## config.mk

```make
export PLATFORM = sky130hd
export DESIGN_NAME = spi_regfront
export DESIGN_NICKNAME = d
export VERILOG_FILES = /design/src/rtl/spi_regfront_pkg.sv /design/src/rtl/spi_regfront_fifo.sv /design/src/rtl/spi_regfront_irq.sv /design/src/rtl/spi_regfront.sv
export SDC_FILE = /design/constraint.sdc
export NUM_CORES = 1
export LEC_CHECK = 0
export BUFFER_PORTS_ARGS = -buffer_cell sky130_fd_sc_hd__buf_4
export CORE_ASPECT_RATIO = 1.1
export CORE_MARGIN = 3
export CORE_UTILIZATION = 50
export CTS_CLUSTER_SIZE = 8
export DETAILED_ROUTE_END_ITERATION = 10
export PLACE_DENSITY = 0.71
export SYNTH_ARGS = -nofsm -noshare
export SYNTH_HDL_FRONTEND = slang
export SYNTH_SLANG_ARGS = --single-unit
```

## constraint.sdc

```tcl
create_clock -name clk_i -period 2.6 [get_ports clk_i]
set_input_delay 0.26 -clock clk_i [delete_from_list [all_inputs] [get_ports clk_i]]
set_output_delay 0.26 -clock clk_i [all_outputs]
set_load 0.01 [all_outputs]
```

## src/rtl/spi_regfront_pkg.sv

```systemverilog
package spi_regfront_pkg;
   localparam logic [11:0] OFS_CTRL   = 12'h000;
   localparam logic [11:0] OFS_ENA    = 12'h008;
   localparam logic [11:0] OFS_SEL    = 12'h00C;
   localparam logic [11:0] OFS_DIV    = 12'h010;
   localparam logic [11:0] OFS_TXTHR  = 12'h014;
   localparam logic [11:0] OFS_RXTHR  = 12'h018;
   localparam logic [11:0] OFS_TXLVL  = 12'h01C;
   localparam logic [11:0] OFS_RXLVL  = 12'h020;
   localparam logic [11:0] OFS_STAT   = 12'h024;
   localparam logic [11:0] OFS_IMASK  = 12'h02C;
   localparam logic [11:0] OFS_ISTAT  = 12'h030;
   localparam logic [11:0] OFS_IRAW   = 12'h034;
   localparam logic [11:0] OFS_ICLR   = 12'h038;
   localparam logic [11:0] OFS_TXPORT = 12'h400;
   localparam logic [11:0] OFS_RXPORT = 12'h800;

   localparam int IRQ_W      = 5;
   localparam int IRQ_TXLOW  = 0;
   localparam int IRQ_RXHIGH = 4;
   localparam int IRQ_NSRC   = 2;
endpackage

```

## src/rtl/spi_regfront_fifo.sv

```systemverilog
module spi_regfront_fifo #(
   parameter int DW    = 8,
   parameter int DEPTH = 32,
   localparam int PW   = $clog2(DEPTH),
   localparam int LW   = $clog2(DEPTH + 1)
) (
   input  logic          clk_i,
   input  logic          rst_ni,
   input  logic          flush_i,
   input  logic          push_i,
   input  logic [DW-1:0] data_i,
   input  logic          pop_i,
   output logic [DW-1:0] data_o,
   output logic [LW-1:0] level_o,
   output logic          full_o,
   output logic          empty_o
);
   logic [DW-1:0] mem_q [DEPTH];
   logic [PW-1:0] wptr_q, rptr_q;
   logic [LW-1:0] cnt_q;
   logic          do_push, do_pop;

   assign full_o  = (cnt_q == LW'(DEPTH));
   assign empty_o = (cnt_q == '0);
   assign do_push = push_i && !full_o && !flush_i;
   assign do_pop  = pop_i && !empty_o && !flush_i;
   assign data_o  = mem_q[rptr_q];
   assign level_o = cnt_q;

   always_ff @(posedge clk_i) begin
      if (do_push) mem_q[wptr_q] <= data_i;
   end

   always_ff @(posedge clk_i or negedge rst_ni) begin
      if (!rst_ni) begin
         wptr_q <= '0;
         rptr_q <= '0;
         cnt_q  <= '0;
      end else if (flush_i) begin
         wptr_q <= '0;
         rptr_q <= '0;
         cnt_q  <= '0;
      end else begin
         if (do_push) wptr_q <= wptr_q + PW'(1);
         if (do_pop)  rptr_q <= rptr_q + PW'(1);
         case ({do_push, do_pop})
            2'b10:   cnt_q <= cnt_q + LW'(1);
            2'b01:   cnt_q <= cnt_q - LW'(1);
            default: cnt_q <= cnt_q;
         endcase
      end
   end
endmodule

```

## src/rtl/spi_regfront_irq.sv

```systemverilog
module spi_regfront_irq
   import spi_regfront_pkg::*;
#(
   parameter int DEPTH = 32,
   localparam int PW   = $clog2(DEPTH),
   localparam int LW   = $clog2(DEPTH + 1)
) (
   input  logic             clk_i,
   input  logic             rst_ni,
   input  logic             en_i,
   input  logic [LW-1:0]    tx_lvl_i,
   input  logic [LW-1:0]    rx_lvl_i,
   input  logic [PW-1:0]    tx_thr_i,
   input  logic [PW-1:0]    rx_thr_i,
   input  logic             mask_we_i,
   input  logic             clr_we_i,
   input  logic [IRQ_W-1:0] wdata_i,
   output logic [IRQ_W-1:0] raw_o,
   output logic [IRQ_W-1:0] mask_o,
   output logic [IRQ_W-1:0] stat_o,
   output logic             irq_o
);
   localparam int SRC_POS [IRQ_NSRC] = '{IRQ_TXLOW, IRQ_RXHIGH};

   logic [IRQ_NSRC-1:0] src_hit;
   logic [IRQ_W-1:0]    cond_vec, impl_vec;

   assign src_hit[0] = en_i && (tx_lvl_i <= {1'b0, tx_thr_i});
   assign src_hit[1] = en_i && (rx_lvl_i >  {1'b0, rx_thr_i});

   genvar gi;
   generate
      for (gi = 0; gi < IRQ_W; gi++) begin : g_bit
         logic hit_here;
         logic impl_here;
         always_comb begin
            hit_here  = 1'b0;
            impl_here = 1'b0;
            for (int s = 0; s < IRQ_NSRC; s++) begin
               if (SRC_POS[s] == gi) begin
                  hit_here  = src_hit[s];
                  impl_here = 1'b1;
               end
            end
         end
         assign cond_vec[gi] = hit_here;
         assign impl_vec[gi] = impl_here;
      end
   endgenerate

   logic [IRQ_W-1:0] raw_q, mask_q;

   always_ff @(posedge clk_i or negedge rst_ni) begin
      if (!rst_ni) begin
         raw_q  <= '0;
         mask_q <= '0;
      end else begin
         raw_q <= (raw_q | cond_vec) & ~(clr_we_i ? wdata_i : '0);
         if (mask_we_i) mask_q <= wdata_i & impl_vec;
      end
   end

   assign raw_o  = raw_q;
   assign mask_o = mask_q;
   assign stat_o = raw_q & mask_q;
   assign irq_o  = |stat_o;
endmodule

```

## src/rtl/spi_regfront.sv

```systemverilog
module spi_regfront
   import spi_regfront_pkg::*;
#(
   parameter int DW    = 8,
   parameter int DEPTH = 32,
   parameter int NCS   = 2,
   localparam int PW   = $clog2(DEPTH),
   localparam int LW   = $clog2(DEPTH + 1)
) (
   input  logic           clk_i,
   input  logic           rst_ni,
   input  logic           bus_valid_i,
   input  logic           bus_write_i,
   input  logic [11:0]    bus_addr_i,
   input  logic [31:0]    bus_wdata_i,
   output logic [31:0]    bus_rdata_o,
   output logic           irq_o,
   output logic [31:0]    cfg_ctrl_o,
   output logic [15:0]    cfg_div_o,
   output logic           enable_o,
   output logic [NCS-1:0] cs_n_o,
   input  logic           eng_busy_i,
   output logic           tx_valid_o,
   input  logic           tx_ready_i,
   output logic [DW-1:0]  tx_data_o,
   input  logic           rx_valid_i,
   input  logic [DW-1:0]  rx_data_i
);
   generate
      if (DEPTH < 2 || (DEPTH & (DEPTH - 1)) != 0) begin : g_bad_depth
         $error("DEPTH must be a power of two of at least 2");
      end
      if (NCS < 2 || NCS > 32) begin : g_bad_ncs
         $error("NCS must lie in 2..32");
      end
      if (DW < 1 || DW > 32) begin : g_bad_dw
         $error("DW must lie in 1..32");
      end
   endgenerate

   logic wr, rd;
   assign wr = bus_valid_i && bus_write_i;
   assign rd = bus_valid_i && !bus_write_i;

   logic [31:0]    ctrl_q;
   logic [14:0]    div_q;
   logic           ena_q;
   logic [NCS-1:0] sel_q;
   logic [PW-1:0]  txthr_q, rxthr_q;

   always_ff @(posedge clk_i or negedge rst_ni) begin
      if (!rst_ni) begin
         ctrl_q  <= '0;
         div_q   <= '0;
         ena_q   <= 1'b0;
         sel_q   <= '0;
         txthr_q <= '0;
         rxthr_q <= '0;
      end else if (wr) begin
         case (bus_addr_i)
            OFS_CTRL:  ctrl_q  <= bus_wdata_i;
            OFS_DIV:   div_q   <= bus_wdata_i[15:1];
            OFS_ENA:   ena_q   <= bus_wdata_i[0];
            OFS_SEL:   sel_q   <= bus_wdata_i[NCS-1:0];
            OFS_TXTHR: txthr_q <= bus_wdata_i[PW-1:0];
            OFS_RXTHR: rxthr_q <= bus_wdata_i[PW-1:0];
            default:   ;
         endcase
      end
   end

   assign cfg_ctrl_o = ctrl_q;
   assign cfg_div_o  = {div_q, 1'b0};
   assign enable_o   = ena_q;
   assign cs_n_o     = ~sel_q;

   logic [LW-1:0] tx_lvl, rx_lvl;
   logic          tx_full, tx_empty, rx_full, rx_empty;
   logic [DW-1:0] rx_head;

   spi_regfront_fifo #(.DW(DW), .DEPTH(DEPTH)) u_txq (
      .clk_i   (clk_i),
      .rst_ni  (rst_ni),
      .flush_i (!ena_q),
      .push_i  (wr && bus_addr_i == OFS_TXPORT),
      .data_i  (bus_wdata_i[DW-1:0]),
      .pop_i   (tx_ready_i),
      .data_o  (tx_data_o),
      .level_o (tx_lvl),
      .full_o  (tx_full),
      .empty_o (tx_empty)
   );

   spi_regfront_fifo #(.DW(DW), .DEPTH(DEPTH)) u_rxq (
      .clk_i   (clk_i),
      .rst_ni  (rst_ni),
      .flush_i (!ena_q),
      .push_i  (rx_valid_i),
      .data_i  (rx_data_i),
      .pop_i   (rd && bus_addr_i == OFS_RXPORT),
      .data_o  (rx_head),
      .level_o (rx_lvl),
      .full_o  (rx_full),
      .empty_o (rx_empty)
   );

   assign tx_valid_o = ena_q && !tx_empty;

   logic [IRQ_W-1:0] irq_raw, irq_mask, irq_stat;

   spi_regfront_irq #(.DEPTH(DEPTH)) u_irq (
      .clk_i     (clk_i),
      .rst_ni    (rst_ni),
      .en_i      (ena_q),
      .tx_lvl_i  (tx_lvl),
      .rx_lvl_i  (rx_lvl),
      .tx_thr_i  (txthr_q),
      .rx_thr_i  (rxthr_q),
      .mask_we_i (wr && bus_addr_i == OFS_IMASK),
      .clr_we_i  (wr && bus_addr_i == OFS_ICLR),
      .wdata_i   (bus_wdata_i[IRQ_W-1:0]),
      .raw_o     (irq_raw),
      .mask_o    (irq_mask),
      .stat_o    (irq_stat),
      .irq_o     (irq_o)
   );

   logic busy;
   assign busy = ena_q && (eng_busy_i || !tx_empty);

   always_comb begin
      bus_rdata_o = '0;
      if (rd) begin
         case (bus_addr_i)
            OFS_CTRL:   bus_rdata_o = ctrl_q;
            OFS_ENA:    bus_rdata_o = {31'b0, ena_q};
            OFS_SEL:    bus_rdata_o = 32'(sel_q);
            OFS_DIV:    bus_rdata_o = {16'b0, div_q, 1'b0};
            OFS_TXTHR:  bus_rdata_o = 32'(txthr_q);
            OFS_RXTHR:  bus_rdata_o = 32'(rxthr_q);
            OFS_TXLVL:  bus_rdata_o = 32'(tx_lvl);
            OFS_RXLVL:  bus_rdata_o = 32'(rx_lvl);
            OFS_STAT:   bus_rdata_o = {31'b0, busy};
            OFS_IMASK:  bus_rdata_o = 32'(irq_mask);
            OFS_ISTAT:  bus_rdata_o = 32'(irq_stat);
            OFS_IRAW:   bus_rdata_o = 32'(irq_raw);
            OFS_RXPORT: bus_rdata_o = rx_empty ? '0 : 32'(rx_head);
            default:    bus_rdata_o = '0;
         endcase
      end
   end

   logic unused_ok;
   assign unused_ok = rx_full ^ tx_full;
endmodule

```

==> results of run 1 <==
-- placed cells by master, fill, tap and decap left out, types with 6 or more instances in the layout --
cell	netlist	routed
edfxtp_1	512	512
buf_4	3	274
mux4_2	160	160
dfrtp_1	99	95
clkbuf_16	0	92
nor2_1	103	81
mux2_2	72	62
clkbuf_1	44	40
nand2_1	40	36
dlygate4sd3_1	0	25
and2_1	24	24
ha_1	26	23
inv_1	22	22
xnor2_1	22	22
nand3_1	19	19
nor2_2	0	19
a21oi_1	25	18
and3_1	18	18
buf_6	5	18
buf_12	0	18
o21ai_0	17	17
a22oi_1	17	13
nor3_1	11	11
nand4_1	11	11
mux2i_1	11	11
mux2_4	0	10
nor2b_1	10	9
a21oi_2	2	8
nand3b_1	7	7
o22ai_1	6	6
a31oi_1	7	6
buf_16	0	6
-- registers in the layout (all words and copies together) (netlist names), 6 cells and up --
signal / count
cfg_ctrl_o: 32
u_txq.level_o: 6
u_rxq.level_o: 6
u_rxq.mem_q: 256
u_txq.mem_q: 256
div_q: 15
-- cell type report --
type / instances / area share (%)
Multi-Input combinational cell: 690 / 23.91
Clock buffer: 132 / 7.641
Timing Repair Buffer: 342 / 9.580
Sequential cell: 611 / 55.91
Inverter: 22 / 0.2585
Tap cell: 660 / 2.585
Clock inverter: 3 / 0.1136
-- power groups by stage --
stage | Clock (mW) | Sequential (mW) | Combinational [mW]
6_report | 10.2 | 10.6 | 0.386
5_1_grt | 10.8 | 10.6 | 0.421
4_1_cts | 10.3 | 10.6 | 0.389
3_5_place_dp | 0 | 10.8 | 0.356
3_3_place_gp | 0 | 10.8 | 0.342
2_1_floorplan | 0 | 10.8 | 0.0660
-- cell families after synthesis --
kind of cell | after synthesis
AO/OA/AOI/OAI | 111
XOR/XNOR | 27
adder cells (fa/ha/maj) | 26
buffers and inverters | 98
flip-flops | 611
multiplexers | 243
other | 1
AND/OR/NAND/NOR | 282
-- metrics by stage --
step	setup WS (ps)	hold WS, ps	utilization (%)
4_1_cts	-643.4	42.83	63.00
3_5_place_dp	-148.0	289.1	56.60
6_report	-593.7	72.65	63.44
5_1_grt	-683.3	65.67	63.44
3_3_place_gp	-76.33	288.7	56.60
2_1_floorplan	-92.36	-35.59	-
-- critical path: cells and delay by family (launching register included) --
family,cells,cell delay (ps)
and+or+nand+nor,1,80
DFF,1,480
muxes,3,1340
buffers and inverters,2,370
AOI/OAI and AO/OA,1,50
-- layer usage --
| metal | routed length [µm] | up-vias | GRT usage, % |
|---|---|---|---|
| met5 | 0 | - | 0 |
| met4 | 1823 | 0 | 8.018 |
| met3 | 3101 | 104 | 3.482 |
| met2 | 32740 | 520 | 39.90 |
| met1 | 23220 | 7393 | 28.89 |
| li1 | - | 6312 | - |
-- repair_timing --
| action | in CTS | in global routing |
|---|---|---|
| hold buffers | 25 | 0 |
| setup buffers | 20 | 3 |
| gates resized for setup | 45 | 43 |
| gates cloned | 6 | 1 |
| hold endpoints to repair | 70 | 0 |
| endpoints found under the setup margin | 19 | 318 |
| pin swaps | 7 | 4 |
-- worst max-delay path by stage --
stage	start	endpoint	slack [ps]	depth (start not counted)
floorplan	u_txq.level_o[1]$_DFFE_PN0P_	u_txq.level_o[5]$_DFFE_PN0P_	-90	13
global placement	bus_addr_i[7]	u_rxq.level_o[4]$_DFFE_PN0P_	-80	10
detailed placement	u_txq.level_o[0]$_DFFE_PN0P_	u_txq.level_o[4]$_DFFE_PN0P_	-150	11
CTS	u_rxq.rptr_q[0]$_DFFE_PN0P_	bus_rdata_o[2]	-640	7
global route	u_rxq.rptr_q[0]$_DFFE_PN0P_	bus_rdata_o[2]	-680	7
finish	u_rxq.rptr_q[0]$_DFFE_PN0P_	bus_rdata_o[2]	-590	7
-- Yosys cell counts, types with 17 or more instances --
master and number:
inv_1 22, a21oi_1 25, mux4_2 160, o21ai_0 17, xnor2_1 22, edfxtp_1 512
a22oi_1 17, nand3_1 19, and3_1 18, clkbuf_1 44, ha_1 26, mux2_2 72
nor2_1 103, nand2_1 40, and2_1 24, dfrtp_1 99
==> results by group, run 1 <==
Outcome
  – Status: complete, but fails checks
  – Failing checks: setup timing

Global route
  – Vias in the first global route: approximately 15000
  – Total GRT Usage: 22.67%
  – GRT Residual Overflow: 0
  – First-pass GRT wire length: 93.54 mm
  – Pin count of the biggest net entering global routing: 44
  – Antenna violations before repair: 0

Placed design
  – Placed cells: around 2300
  – Detail Placement HPWL: 39.42 mm
  – Post-DP Area: 28500 µm²
  – RD Place Congestion: 0.9416
  – Port bufs: 150

Setup path
  – Worst r2r src: u_txq.level_o[3]$_DFFE_PN0P_
  – Path depth of the worst reg2reg path: 13
  – CP max FO: 20
  – Critical Path RT: 2340 ps
  – CP Cell Sequence: buf_12 -> mux4_2 -> mux4_2 -> mux2_4 -> nand2_2 -> a21oi_2 -> buf_4
  – R2r endpoint: u_txq.level_o[4]$_DFFE_PN0P_
  – Flop2flop setup slack: -330 ps
  – Crit path launch type: register
  – Most frequent CP cell: mux4_2
  – Endpoint class of the critical path: output port
  – Crit path kind: reg2out
  – CP peak stage delay: 550 ps
  – Critical-path top delay cell: mux4_2
  – Critical Path AT: slightly below 3000 ps

Clock tree
  – CTS tree: built
  – CTS Sinks: 611
  – Clock Latency Late Sink: 600 ps
  – CTS Buf Count: between 80 and 90
  – Root Driver: clkbuf_16
  – CTS max path bufs: 3
  – H-tree depth: 3
  – CTS clk-pin slew, worst paths: 50 ps

Hold path
  – Worst Hold Path EP: u_rxq.mem_q[28][3]$_DFFE_PP_
  – Hold Path Depth: 1
  – Min-delay src: rx_data_i[3]
  – Min-Delay Path Class: in2reg

Synthesis
  – Simple-gate share of the synthesized area: 5.798%
  – Mean Syn Cell Area: 18.33 µm²
  – Top FF cell, synth: edfxtp_1
  – Seq cells post-synth: 611
  – Sequential area share after synthesis: 69.63%
  – Synth warn: 0
  – Synth Area in Compound Gates: 2.938%
  – Synthesized Nets: 1484
  – Post-Synth Adder-Cell Area: under 10%
  – EDFF count, synth: 512
  – Post-synth top area share: roughly 60%
  – Post-synth ARST share: 16.20%
  – Mux cell area share after synthesis: 17.65%
  – Cell taking the most area after synthesis: edfxtp_1
  – Cell variety after synth: 75
  – Mapped Area: 25640 µm²
  – Cells after Synth: about 1400
  – Synth Area in XOR/XNOR: 0.9956%
  – Synth top area cells: edfxtp_1, mux4_2, dfrtp_1
  – Largest family of logic cells by synthesized area: multiplexers

STA
  – Final period util: 122.8%
  – Post-route minimum period: 3194 ps
  – Worst slew pin tran: 781.6 ps
  – Peak Freq: 0.3131 GHz
  – Worst rel slew slack: 47.70%
  – Endpoints failing setup: 18
  – Unrepaired setup endpoints after global routing: true
  – Final slew viol count: 0
  – Fin. Hold Viols: 0
  – Skew final: 15.04 ps
  – PnR worst setup slack: -593.7 ps
  – Fin Setup TNS: -9193 ps

Pwr
  – Power, Total: 21.19 mW
  – Clk pwr share: 47.9%
  – Internal power: 17.12 mW
  – Flop pwr share: 50.2%
  – Comb pwr share: 1.8%
  – Peak VDD IR: between 0.0006 and 0.0007 V
  – LEAKAGE: ~11 nW
  – Pwr/cell area: 663.4 nW/µm²
  – Sw Share: 19.21%
  – Net Switching: 4.071 mW

Drt
  – Number of vias per cell: 5.825
  – Drt wl/cell: 24.75 µm
  – DR iter-0 viols: around 1100
  – TritonRoute pass-1 iters: 5
  – Routed wire length: 60.89 mm
  – # DRC: 0
  – Via count: 14330
  – ANT nets after route: 0

Layout
  – Nets: 1838
  – Final cell count without fillers: 2460
  – Synth-to-layout area growth: 24.61%
  – Footprint of the multi-input gates: roughly 7600 µm²
  – Fin area: 31950 µm²
  – Register Area: 17860 µm²
  – ANT cells: 0
  – Filler instances: about 3400
  – Share of layout cells above drive strength 1: 40.11%

Die
  – Die span in y: 243.5 µm
  – Die Wd: 221.9 µm
  – Starting Density: 50.91%
  – Placeable Area: approximately 50000 µm²
  – Die Area: 54030 µm²
  – IO Count: 152
  – Std-Cell Rows: 86

Flow run
  – Maxcap violations: 0
(Power assumes the default switching activity.)
==> inputs of run 2 (changes only) <==
--- a/config.mk
+++ b/config.mk
@@ -12,6 +12,7 @@
 export CTS_CLUSTER_SIZE = 8
 export DETAILED_ROUTE_END_ITERATION = 10
 export PLACE_DENSITY = 0.71
+export SKIP_CTS_REPAIR_TIMING = 1
 export SYNTH_ARGS = -nofsm -noshare
 export SYNTH_HDL_FRONTEND = slang
 export SYNTH_SLANG_ARGS = --single-unit
==> run 2 against run 1 <==
Compared with the run above:
- the run still ends with setup timing left
- largest cell class unchanged
- sequential power about the same
- register-to-register slack gained 130 ps
- routed wire length up 0.79%
- highest routed layer unchanged
==> results by group, run 2 (synthesis gave the netlist of run 1 again) <==
Setup path
  – Critical-path top delay cell: mux4_2
  – Cell family with most CP delay: multiplexers
  – Endpoint class of the critical path: output port
  – CP max FO: 5
  – Crit path launch type: register
  – Critical Path AT: just under 3000 ps
  – Launch point of the worst path: u_rxq.rptr_q[0]$_DFFE_PN0P_
  – CP Cell Sequence: buf_4 -> mux4_2 -> mux4_2 -> mux2_2 -> nand2_1 -> a21oi_1 -> buf_4
  – Worst r2r src: u_txq.level_o[0]$_DFFE_PN0P_
  – Buffers & Inverters on Critical Path: 2
  – Crit path kind: reg2out
  – Flop2flop setup slack: -200 ps
  – Setup crit end: bus_rdata_o[3]
  – R2r endpoint: u_txq.level_o[4]$_DFFE_PN0P_
  – CP peak stage delay: 550 ps
  – Critical Path RT: 2340 ps
  – Path depth of the worst reg2reg path: 12
  – WP depth: 7

Clock tree
  – Clock Latency Late Sink: 600 ps
  – Root Driver: clkbuf_16
  – CTS Sinks: 611
  – CTS max path bufs: 3
  – CTS Buf Count: 86
  – H-tree depth: 3
  – CTS tree: built
  – CTS clk-pin slew, worst paths: about 50 ps

Drt
  – TritonRoute pass-1 iters: 7
  – # DRC: 0
  – Via count: 14340
  – ANT nets after route: 0
  – DR iter-0 viols: between 1000 and 1500
  – Routed wire length: 61.37 mm
  – Number of vias per cell: 5.838
  – Drt wl/cell: between 20 and 25 µm

Die
  – Placeable Area: 50360 µm²
  – Std-Cell Rows: 86
  – Starting Density: 50.91%
  – Die Area: 54030 µm²
  – Die Wd: 221.9 µm
  – IO Count: 152
  – Die span in y: 243.5 µm

Layout
  – Nets: 1834
  – Share of layout cells above drive strength 1: 39.48%
  – Synth-to-layout area growth: 24.21%
  – Commonest non-fill, non-tap cell in the layout: edfxtp_1
  – Commonest non-fill, non-tap cells in the layout: edfxtp_1, buf_4, mux4_2
  – Fin area: 31840 µm²
  – ANT cells: 0
  – Filler instances: 3463
  – Post-layout util: 63.23%

STA
  – Fin. Hold Viols: 0
  – Worst rel slew slack: 44.90%
  – Peak Freq: 0.3109 GHz
  – PnR worst setup slack: -616.5 ps
  – Worst slew pin tran: 823.4 ps
  – Endpoints failing setup: 18
  – Hold WS: 80.31 ps
  – Skew final: 17.73 ps
  – Final slew viol count: 0
  – Unrepaired setup endpoints after global routing: true
  – Final period util: 123.7%
  – Post-route minimum period: 3217 ps

Global route
  – Total GRT Usage: 21.97%
  – Vias in the first global route: 14850
  – First-pass GRT wire length: just over 90 mm
  – Antenna violations before repair: 0
  – Pin count of the biggest net entering global routing: 44
  – GRT Residual Overflow: 0

Placed design
  – Post-DP Area: 28500 µm²
  – Pre-CTS setup slack: -148.0 ps
  – RD Place Congestion: 0.9416
  – Port bufs: 150
  – Detail Placement HPWL: between 30 and 40 mm

Pwr
  – LEAKAGE: 11.22 nW
  – Peak VDD IR: 0.0006728 V
  – Power, Total: 21.24 mW
  – Pwr/cell area: 667.1 nW/µm²

Hold path
  – Min-Delay Path Class: in2reg

Outcome
  – Status: complete, but fails checks
  – Failing checks: setup timing

Flow run
  – Maxcap violations: 0
-- run 2: worst reg2reg max path, stage by stage, from the launching register on --
cell and delay [ps]:
dfrtp_1 380, or4_4 570, buf_6 140, o311ai_4 280, a21oi_4 90, xor2_1 160
ha_2 210, nor2_4 110, a211oi_1 50, or2_1 220, a31oi_1 160, xor2_1 190
a21oi_1 90
-- run 2: report_power, final --
group,total (mW),internal (mW),switching [mW]
clock network,10.2,6.35,3.85
registers,10.6,10.6,0.00242
logic,0.388,0.125,0.263
total,21.2,17.1,4.12
-- run 2: worst min-delay path by stage --
stage                      start                      endpoint  slack (ps)  cells past startpoint
floorplan                 rst_ni     cfg_ctrl_o[0]$_DFFE_PN0P_         -40                      0
global placement          rst_ni    cfg_ctrl_o[23]$_DFFE_PN0P_         290                      1
detailed placement        rst_ni    cfg_ctrl_o[19]$_DFFE_PN0P_         290                      1
CTS                       rst_ni     cfg_ctrl_o[0]$_DFFE_PN0P_        -350                      1
global route        rx_data_i[3]  u_rxq.mem_q[16][3]$_DFFE_PP_          70                      1
finish              rx_data_i[2]  u_rxq.mem_q[22][2]$_DFFE_PP_          80                      1
-- run 2: metrics by stage --
step                      setup TNS (ps)  std cells
after floorplan                   -180.3       1399
final                              -8948       2456
after global routing              -10440       2456
after detailed placement          -621.5       2271
after global placement            -381.1       2271
after CTS                         -10140       2406
-- run 2: cell type report --
| cell class | instances | area (µm²) | share of cell area, % |
|---|---|---|---|
| multi-input combinational | 690 | 7596 | 23.85 |
| sequential | 611 | 17860 | 56.09 |
| inverter | 22 | 82.58 | 0.2593 |
| timing repair buffer | 338 | 2999 | 9.418 |
| clock buffer | 132 | 2441 | 7.666 |
| tap | 660 | 825.8 | 2.593 |
| clock inverter | 3 | 36.28 | 0.1139 |
-- run 2: layer usage --
metal | global-route usage (%) | routed length, µm | vias up
met5 | 0 | 0 | -
met4 | 7.529 | 1555 | 0
met3 | 3.229 | 2843 | 86
met2 | 38.57 | 33100 | 467
met1 | 28.29 | 23870 | 7492
li1 | - | - | 6294
